<file path="config.mk">
export PLATFORM = sky130hd
export DESIGN_NAME = qint_entry_seq
export DESIGN_NICKNAME = d
export VERILOG_FILES = /design/src/rtl/qint_pkg.sv /design/src/rtl/qint_pin_sync.sv /design/src/rtl/qint_ctrl_reg.sv /design/src/rtl/qint_entry_fsm.sv /design/src/rtl/qint_entry_seq.sv
export SDC_FILE = /design/constraint.sdc
export NUM_CORES = 1
export LEC_CHECK = 0
export BUFFER_PORTS_ARGS = -buffer_cell sky130_fd_sc_hd__buf_4
export CORE_MARGIN = 3
export CORE_UTILIZATION = 50
export DETAILED_ROUTE_END_ITERATION = 8
export PLACE_DENSITY = 0.85
export SYNTH_ARGS = -nofsm -noshare
export SYNTH_HDL_FRONTEND = slang
export SYNTH_SLANG_ARGS = --single-unit
export TNS_END_PERCENT = 100
</file>
<file path="constraint.sdc">
create_clock -name clk_i -period 3.4 [get_ports clk_i]
set_input_delay 0.68 -clock clk_i [delete_from_list [all_inputs] [get_ports clk_i]]
set_output_delay 0.68 -clock clk_i [all_outputs]
set_load 0.01 [all_outputs]
</file>
<file path="src/rtl/qint_pkg.sv">
package qint_pkg;
  localparam int unsigned ICR_W = 8;
  // control register bit positions
  localparam int unsigned B_GEN = 7;
  localparam int unsigned B_PEN = 6;
  localparam int unsigned B_TEN = 5;
  localparam int unsigned B_XEN = 4;
  localparam int unsigned B_CEN = 3;
  localparam int unsigned B_TFL = 2;
  localparam int unsigned B_XFL = 1;
  localparam int unsigned B_CFL = 0;
  localparam int unsigned N_PH  = 4;

  typedef enum logic [1:0] {
    SEQ_IDLE   = 2'd0,
    SEQ_ARMED  = 2'd1,
    SEQ_DUMMY1 = 2'd2,
    SEQ_DUMMY2 = 2'd3
  } seq_state_e;
endpackage

</file>
<file path="src/rtl/qint_pin_sync.sv">
module qint_pin_sync #(
  parameter int unsigned SYNC_STAGES = 2
) (
  input  logic clk_i,
  input  logic rst_n_i,
  input  logic pin_i,
  input  logic rise_sel_i,
  output logic edge_o
);
  localparam int unsigned TOP = SYNC_STAGES - 1;

  logic [SYNC_STAGES-1:0] chain_q;
  logic                   last_q;

  for (genvar g = 0; g < SYNC_STAGES; g++) begin : g_stage
    logic d;
    if (g == 0) begin : g_first
      assign d = pin_i;
    end else begin : g_next
      assign d = chain_q[g-1];
    end
    always_ff @(posedge clk_i or negedge rst_n_i) begin
      if (!rst_n_i) chain_q[g] <= 1'b0;
      else          chain_q[g] <= d;
    end
  end

  always_ff @(posedge clk_i or negedge rst_n_i) begin
    if (!rst_n_i) last_q <= 1'b0;
    else          last_q <= chain_q[TOP];
  end

  assign edge_o = rise_sel_i ? (chain_q[TOP] & ~last_q) : (~chain_q[TOP] & last_q);

  // a recognised edge lasts exactly one clock
  p_edge_single_r3: assert property (@(posedge clk_i) disable iff (!rst_n_i)
    edge_o |=> !edge_o);
endmodule

</file>
<file path="src/rtl/qint_ctrl_reg.sv">
module qint_ctrl_reg
  import qint_pkg::*;
(
  input  logic             clk_i,
  input  logic             rst_n_i,
  input  logic [N_PH-1:0]  phase_i,
  input  logic             edge_i,
  input  logic             wr_en_i,
  input  logic [ICR_W-1:0] wr_data_i,
  input  logic             take_i,
  input  logic             reti_i,
  input  logic             periph_req_i,
  output logic [ICR_W-1:0] icr_o,
  output logic             irq_o
);
  logic [ICR_W-1:0] icr_q, icr_d;
  logic             pend_q, pend_d;
  logic             set_x, icr_en;
  logic             q1, q2, q3, q4;

  assign q1 = phase_i[0];
  assign q2 = phase_i[1];
  assign q3 = phase_i[2];
  assign q4 = phase_i[3];

  always_comb begin
    // edges seen mid-cycle wait for the Q4 edge
    pend_d = pend_q;
    if (q4)                     pend_d = 1'b0;
    else if (edge_i & (q2 | q3)) pend_d = 1'b1;

    set_x = (edge_i & (q4 | q1)) | (pend_q & q4);

    icr_d = icr_q;
    if (wr_en_i) icr_d = wr_data_i;
    if (reti_i)  icr_d[B_GEN] = 1'b1;
    if (take_i)  icr_d[B_GEN] = 1'b0;
    if (set_x)   icr_d[B_XFL] = 1'b1;   // hardware set beats software clear

    icr_en = wr_en_i | reti_i | take_i | set_x;
  end

  always_ff @(posedge clk_i or negedge rst_n_i) begin
    if (!rst_n_i)    icr_q <= '0;
    else if (icr_en) icr_q <= icr_d;
  end

  always_ff @(posedge clk_i or negedge rst_n_i) begin
    if (!rst_n_i) pend_q <= 1'b0;
    else          pend_q <= pend_d;
  end

  assign icr_o = icr_q;
  assign irq_o = icr_q[B_GEN] & ((icr_q[B_XEN] & icr_q[B_XFL]) |
                                 (icr_q[B_TEN] & icr_q[B_TFL]) |
                                 (icr_q[B_CEN] & icr_q[B_CFL]) |
                                 (icr_q[B_PEN] & periph_req_i));

  // entry leaves global enable cleared
  p_gie_clear_r7: assert property (@(posedge clk_i) disable iff (!rst_n_i)
    take_i |=> !icr_q[B_GEN]);
  // a hardware set is never lost
  p_flag_set_r11: assert property (@(posedge clk_i) disable iff (!rst_n_i)
    set_x |=> icr_q[B_XFL]);
  // without a write, the pin flag rises only from a Q4 or Q1 edge
  p_flag_phase_r4: assert property (@(posedge clk_i) disable iff (!rst_n_i)
    ($rose(icr_q[B_XFL]) && !$past(wr_en_i)) |-> $past(q4 | q1));
endmodule

</file>
<file path="src/rtl/qint_entry_fsm.sv">
module qint_entry_fsm
  import qint_pkg::*;
#(
  parameter int unsigned PC_W     = 13,
  parameter int unsigned VEC_ADDR = 4
) (
  input  logic            clk_i,
  input  logic            rst_n_i,
  input  logic            q1_i,
  input  logic            q4_i,
  input  logic            irq_i,
  input  logic [PC_W-1:0] pc_i,
  input  logic            reti_i,
  output logic            take_o,
  output logic            dummy_o,
  output logic            flush_o,
  output logic            fetch_ovr_o,
  output logic [PC_W-1:0] fetch_addr_o,
  output logic            push_stb_o,
  output logic [PC_W-1:0] push_addr_o,
  output logic            pop_stb_o
);
  localparam logic [PC_W-1:0] VEC0 = PC_W'(VEC_ADDR);
  localparam logic [PC_W-1:0] VEC1 = PC_W'(VEC_ADDR + 1);

  seq_state_e      state_q, state_d;
  logic            state_en;
  logic [PC_W-1:0] ret_q;
  logic            pop_q;

  assign take_o = q1_i & irq_i & (state_q == SEQ_IDLE);

  always_comb begin
    state_d = state_q;
    unique case (state_q)
      SEQ_IDLE:   if (take_o) state_d = SEQ_ARMED;
      SEQ_ARMED:  if (q4_i)   state_d = SEQ_DUMMY1;
      SEQ_DUMMY1: if (q4_i)   state_d = SEQ_DUMMY2;
      SEQ_DUMMY2: if (q4_i)   state_d = SEQ_IDLE;
      default:                state_d = SEQ_IDLE;
    endcase
    state_en = take_o | q4_i;
  end

  always_ff @(posedge clk_i or negedge rst_n_i) begin
    if (!rst_n_i)      state_q <= SEQ_IDLE;
    else if (state_en) state_q <= state_d;
  end

  always_ff @(posedge clk_i or negedge rst_n_i) begin
    if (!rst_n_i)    ret_q <= '0;
    else if (take_o) ret_q <= pc_i + 1'b1;
  end

  always_ff @(posedge clk_i or negedge rst_n_i) begin
    if (!rst_n_i) pop_q <= 1'b0;
    else          pop_q <= reti_i;
  end

  assign dummy_o      = (state_q == SEQ_DUMMY1) | (state_q == SEQ_DUMMY2);
  assign fetch_ovr_o  = dummy_o;
  assign flush_o      = (state_q == SEQ_DUMMY1);
  assign fetch_addr_o = (state_q == SEQ_DUMMY2) ? VEC1 : VEC0;
  assign push_stb_o   = (state_q == SEQ_DUMMY1) & q1_i;
  assign push_addr_o  = ret_q;
  assign pop_stb_o    = pop_q;

  // the dummy window opens on a Q1 phase
  p_window_start_r6: assert property (@(posedge clk_i) disable iff (!rst_n_i)
    $rose(dummy_o) |-> q1_i);
  // the return address is pushed as the window opens
  p_push_first_r8: assert property (@(posedge clk_i) disable iff (!rst_n_i)
    $rose(dummy_o) |-> push_stb_o);
  // the second dummy cycle fetches the vector plus one
  p_vec_order_r6: assert property (@(posedge clk_i) disable iff (!rst_n_i)
    (fetch_ovr_o && $past(fetch_ovr_o) && q1_i) |-> (fetch_addr_o == VEC1));
endmodule

</file>
<file path="src/rtl/qint_entry_seq.sv">
module qint_entry_seq
  import qint_pkg::*;
#(
  parameter int unsigned PC_W        = 13,
  parameter int unsigned SYNC_STAGES = 2,
  parameter int unsigned VEC_ADDR    = 4
) (
  input  logic             clk_i,
  input  logic             rst_n_i,
  input  logic [N_PH-1:0]  phase_stb_i,
  input  logic             ext_pin_i,
  input  logic             edge_rise_i,
  input  logic             icr_wr_en_i,
  input  logic [ICR_W-1:0] icr_wr_data_i,
  output logic [ICR_W-1:0] icr_rd_data_o,
  input  logic             periph_req_i,
  input  logic [PC_W-1:0]  pc_i,
  input  logic             reti_i,
  output logic             dummy_o,
  output logic             flush_o,
  output logic             fetch_ovr_o,
  output logic [PC_W-1:0]  fetch_addr_o,
  output logic             push_stb_o,
  output logic [PC_W-1:0]  push_addr_o,
  output logic             pop_stb_o
);
  logic [1:0] rst_sync_q;
  logic       rst_n;
  logic       pin_edge, take, irq;

  // asynchronous assert, synchronous release
  always_ff @(posedge clk_i or negedge rst_n_i) begin
    if (!rst_n_i) rst_sync_q <= 2'b00;
    else          rst_sync_q <= {rst_sync_q[0], 1'b1};
  end
  assign rst_n = rst_sync_q[1];

  qint_pin_sync #(.SYNC_STAGES(SYNC_STAGES)) i_sync (
    .clk_i      (clk_i),
    .rst_n_i    (rst_n),
    .pin_i      (ext_pin_i),
    .rise_sel_i (edge_rise_i),
    .edge_o     (pin_edge)
  );

  qint_ctrl_reg i_ctrl (
    .clk_i        (clk_i),
    .rst_n_i      (rst_n),
    .phase_i      (phase_stb_i),
    .edge_i       (pin_edge),
    .wr_en_i      (icr_wr_en_i),
    .wr_data_i    (icr_wr_data_i),
    .take_i       (take),
    .reti_i       (reti_i),
    .periph_req_i (periph_req_i),
    .icr_o        (icr_rd_data_o),
    .irq_o        (irq)
  );

  qint_entry_fsm #(.PC_W(PC_W), .VEC_ADDR(VEC_ADDR)) i_fsm (
    .clk_i        (clk_i),
    .rst_n_i      (rst_n),
    .q1_i         (phase_stb_i[0]),
    .q4_i         (phase_stb_i[3]),
    .irq_i        (irq),
    .pc_i         (pc_i),
    .reti_i       (reti_i),
    .take_o       (take),
    .dummy_o      (dummy_o),
    .flush_o      (flush_o),
    .fetch_ovr_o  (fetch_ovr_o),
    .fetch_addr_o (fetch_addr_o),
    .push_stb_o   (push_stb_o),
    .push_addr_o  (push_addr_o),
    .pop_stb_o    (pop_stb_o)
  );

  // phase strobes arrive one at a time
  p_phase_onehot_r6: assert property (@(posedge clk_i) disable iff (!rst_n)
    $onehot0(phase_stb_i));
  // nothing leaves the block while reset is held
  p_reset_quiet_r1: assert property (@(posedge clk_i)
    !rst_n |-> (!dummy_o && !push_stb_o && icr_rd_data_o == '0));
endmodule

</file>
==> impl_metrics.ini <==
[worst_setup_path]
rr_startpoint = i_fsm.state_q[0]
required_ps = 2720
r2r_cells = 4
critical_path.max_fanout = 5
reg2reg_setup_slack_ps = 1400
startpoint = i_fsm.state_q[0]
crit_path_start_kind = flop
cp-end-kind = primary output
path_class = reg -> out
crit_path_end = fetch_ovr_o
r2r_end = i_fsm.push_addr_o[1]
arrival_ps = 1560

[sta]
tns_ps = 0
max_freq_mhz = 446
clock_skew_ps = 5.00
setup_slack_ps = 1160
relSlewSlack_pct = 27.9
setup_viol = 0
finalCritPeriodShare_pct = 66.0
tightest_slew_ps = 1080
period_minus_slack_ps = 2240
final_hold_viol_count = 0
maxSlewViolCount = 0
rsz0062_at_grt = false

[logic_synthesis]
seq_area_frac_synth_pct = 49.0
yosysTopAreaCell = dfrtp_1
synth-edff-count = 0
synthAdderAreaFrac_pct = 4.90
ys_warn_count = 0
synth_top_flop_cell = dfrtp_1
synth_compound_area_share_pct = 8.49
yosys-top-cells-area = dfrtp_1, buf_4, mux2_2, xnor2_1, ha_1
synth_simple_gate_area_share_pct = 14.2
ys_types = 31
syn_area_per_cell_sq_um = 10.7
synthArstFlopShare_pct = 100
muxShareOfSynthArea_pct = 7.84
synth-seq-cells = 30
synth_common_cells = dfrtp_1, nor2_1, a21oi_1
netlist_instances = 143
synth_top_family_by_area = simple AND/OR/NAND/NOR gates
yosys.cell_count.top_type = dfrtp_1
mappedNetlistArea_sq_um = 1530
yosys.area.top_type_share_pct = 49.0
synth-xor-area-share_pct = 6.29

[cts]
clockBufferDepth = 2
path_clk_slew_ps = 90
cts_root_buffer = clkbuf_4
cts.sinks = 30
post_cts.repair.setup_buffers = 0
cts_max_level = 2
clk_latency_ps = 320
ctsHoldBuffers = 0
cts_repair_resize_count = 0
numCtsBuffers = 5
cts_tree = yes

[grt]
grt_start_max_net_pins = 29
antenna_found_initial = 0
gr-total-overflow = 0
grt_pass1_wl_mm = 4.93
grt_pass1_vias = 1182
grt_usage_pct = 18.3

[cells_and_area]
multi_input_area_sq_um = 688
seq_area_sq_um = 751
final_cells = 234
area_delta_synth_final_pct = 30.0
drive_gt1_share_pct = 38.4
fillers = 223
final_nets = 240
n_antenna_cell = 0
final_core_util_pct = 70.4

[place]
io_buffers = 58
hpwl_mm = 2.44
gp_congestion = 0.856
dpl_worst_slack_ps = 1280
placed_cells = 226

[route]
vias = 1178
drtIter0Drc = 43
vias_per_cell = 5.03
wl_per_cell_microns = 13.2
drc = 0
postRouteAntennaNets = 0
routed_wl_mm = 3.10
first_pass_iters = 4

[floorplanning]
core_area_sq_um = 2830
dieArea_sq_um = 3770
die-width_microns = 61.4
die_y_microns = 61.4
ios = 71
initial_core_util_pct = 54.2
rows = 19

[power_and_ir_drop]
leakage_nw = 0.933
switching_share_pct = 34.6
pwr-share-seq_pct = 41.6
powerDensity_nw_per_um2 = 649
ir_drop_uv = 394
intPower_mw = 0.846
combPwrFrac_pct = 41.7
power_mw = 1.29
switchingPower_mw = 0.447
clockPowerShare_pct = 16.8

[run]
maxCapViolCount = 0

[hold_path]
min_path_type = in -> async

[status]
status = finished, final reports clean
## metal layers
metal / global-route usage (%) / up-vias / routed length, microns
li1: - / 574 / -
met1: 19.7 / 543 / 1190
met2: 32.2 / 56 / 1550
met3: 7.97 / 5 / 319
met4: 6.06 / 0 / 40
met5: 0 / - / 0
## through the flow
stage	hold WS, ps	instance area, sq um
after floorplan	331	1570
after global routing	92.4	1990
final	118	1990
after detailed placement	339	1930
after CTS	95.7	1990
after global placement	334	1930
## cell families (layout without fill, tap and decap cells)
| family | Yosys count | count (layout) |
|---|---|---|
| flops | 30 | 30 |
| buf+inv | 22 | 71 |
| other cells | 2 | 13 |
| mux | 11 | 11 |
| fa+ha+maj | 6 | 6 |
| xor+xnor | 11 | 11 |
| simple gates | 39 | 39 |
| compound gates | 22 | 22 |
## state kept, by name (all words and copies together) (netlist names)
name	cells
i_ctrl.icr_o	8
i_ctrl.pend_q	1
i_fsm.pop_stb_o	1
i_fsm.push_addr_o	13
i_fsm.state_q	2
i_sync.chain_q	1
i_sync.g_stage.d	1
i_sync.last_q	1
rst_sync_q	2
## critical path, stage by stage (launching register included)
cell and delay, ps:
dfrtp_1 400, inv_1 110, ha_1 260, or2_2 320, buf_4 150
## worst min path at each step
| stage | slack, ps | start | to | depth (start not counted) |
|---|---|---|---|---|
| 3_5_place_dp | 340 | i_sync.g_stage[1].d | i_sync.chain_q[1] | 0 |
| 3_3_place_gp | 330 | i_sync.g_stage[1].d | i_sync.chain_q[1] | 0 |
| 6_report | 120 | rst_n_i | rst_sync_q[1] | 1 |
| 4_1_cts | 100 | rst_n_i | rst_sync_q[1] | 1 |
| 2_1_floorplan | 330 | i_sync.g_stage[1].d | i_sync.chain_q[1] | 0 |
| 5_1_grt | 90 | rst_n_i | rst_sync_q[1] | 1 |
## power groups by stage
stage | combinational [mW] | clock (mW) | sequential [mW]
after floorplan | 0.258 | 0 | 0.573
after CTS | 0.547 | 0.227 | 0.539
after global placement | 0.520 | 0 | 0.540
after detailed placement | 0.546 | 0 | 0.543
after global routing | 0.605 | 0.246 | 0.556
final | 0.538 | 0.217 | 0.537
## cells in the final DEF (no fill, tap or decap), types with 2 or more instances in the layout
cell      count
nand3_1       4
nand2_1       5
nor2_1       19
buf_4        58
xnor2_1       9
conb_1       13
o21ai_0       2
mux2i_1       3
mux2_2        7
a21oi_1      14
a22o_1        2
inv_1         5
xor2_1        2
dfrtp_1      30
clkbuf_4      5
nor4_2        3
ha_1          6
## area by class of cell
type | instances | share of cell area [%]
timing repair buffer | 58 | 21.9
tap | 31 | 1.95
sequential | 30 | 37.7
clock inverter | 1 | 0.251
inverter | 5 | 0.942
clock buffer | 7 | 2.76
multi-input combinational | 102 | 34.5
Note: power is estimated with default switching activity, not from simulation.
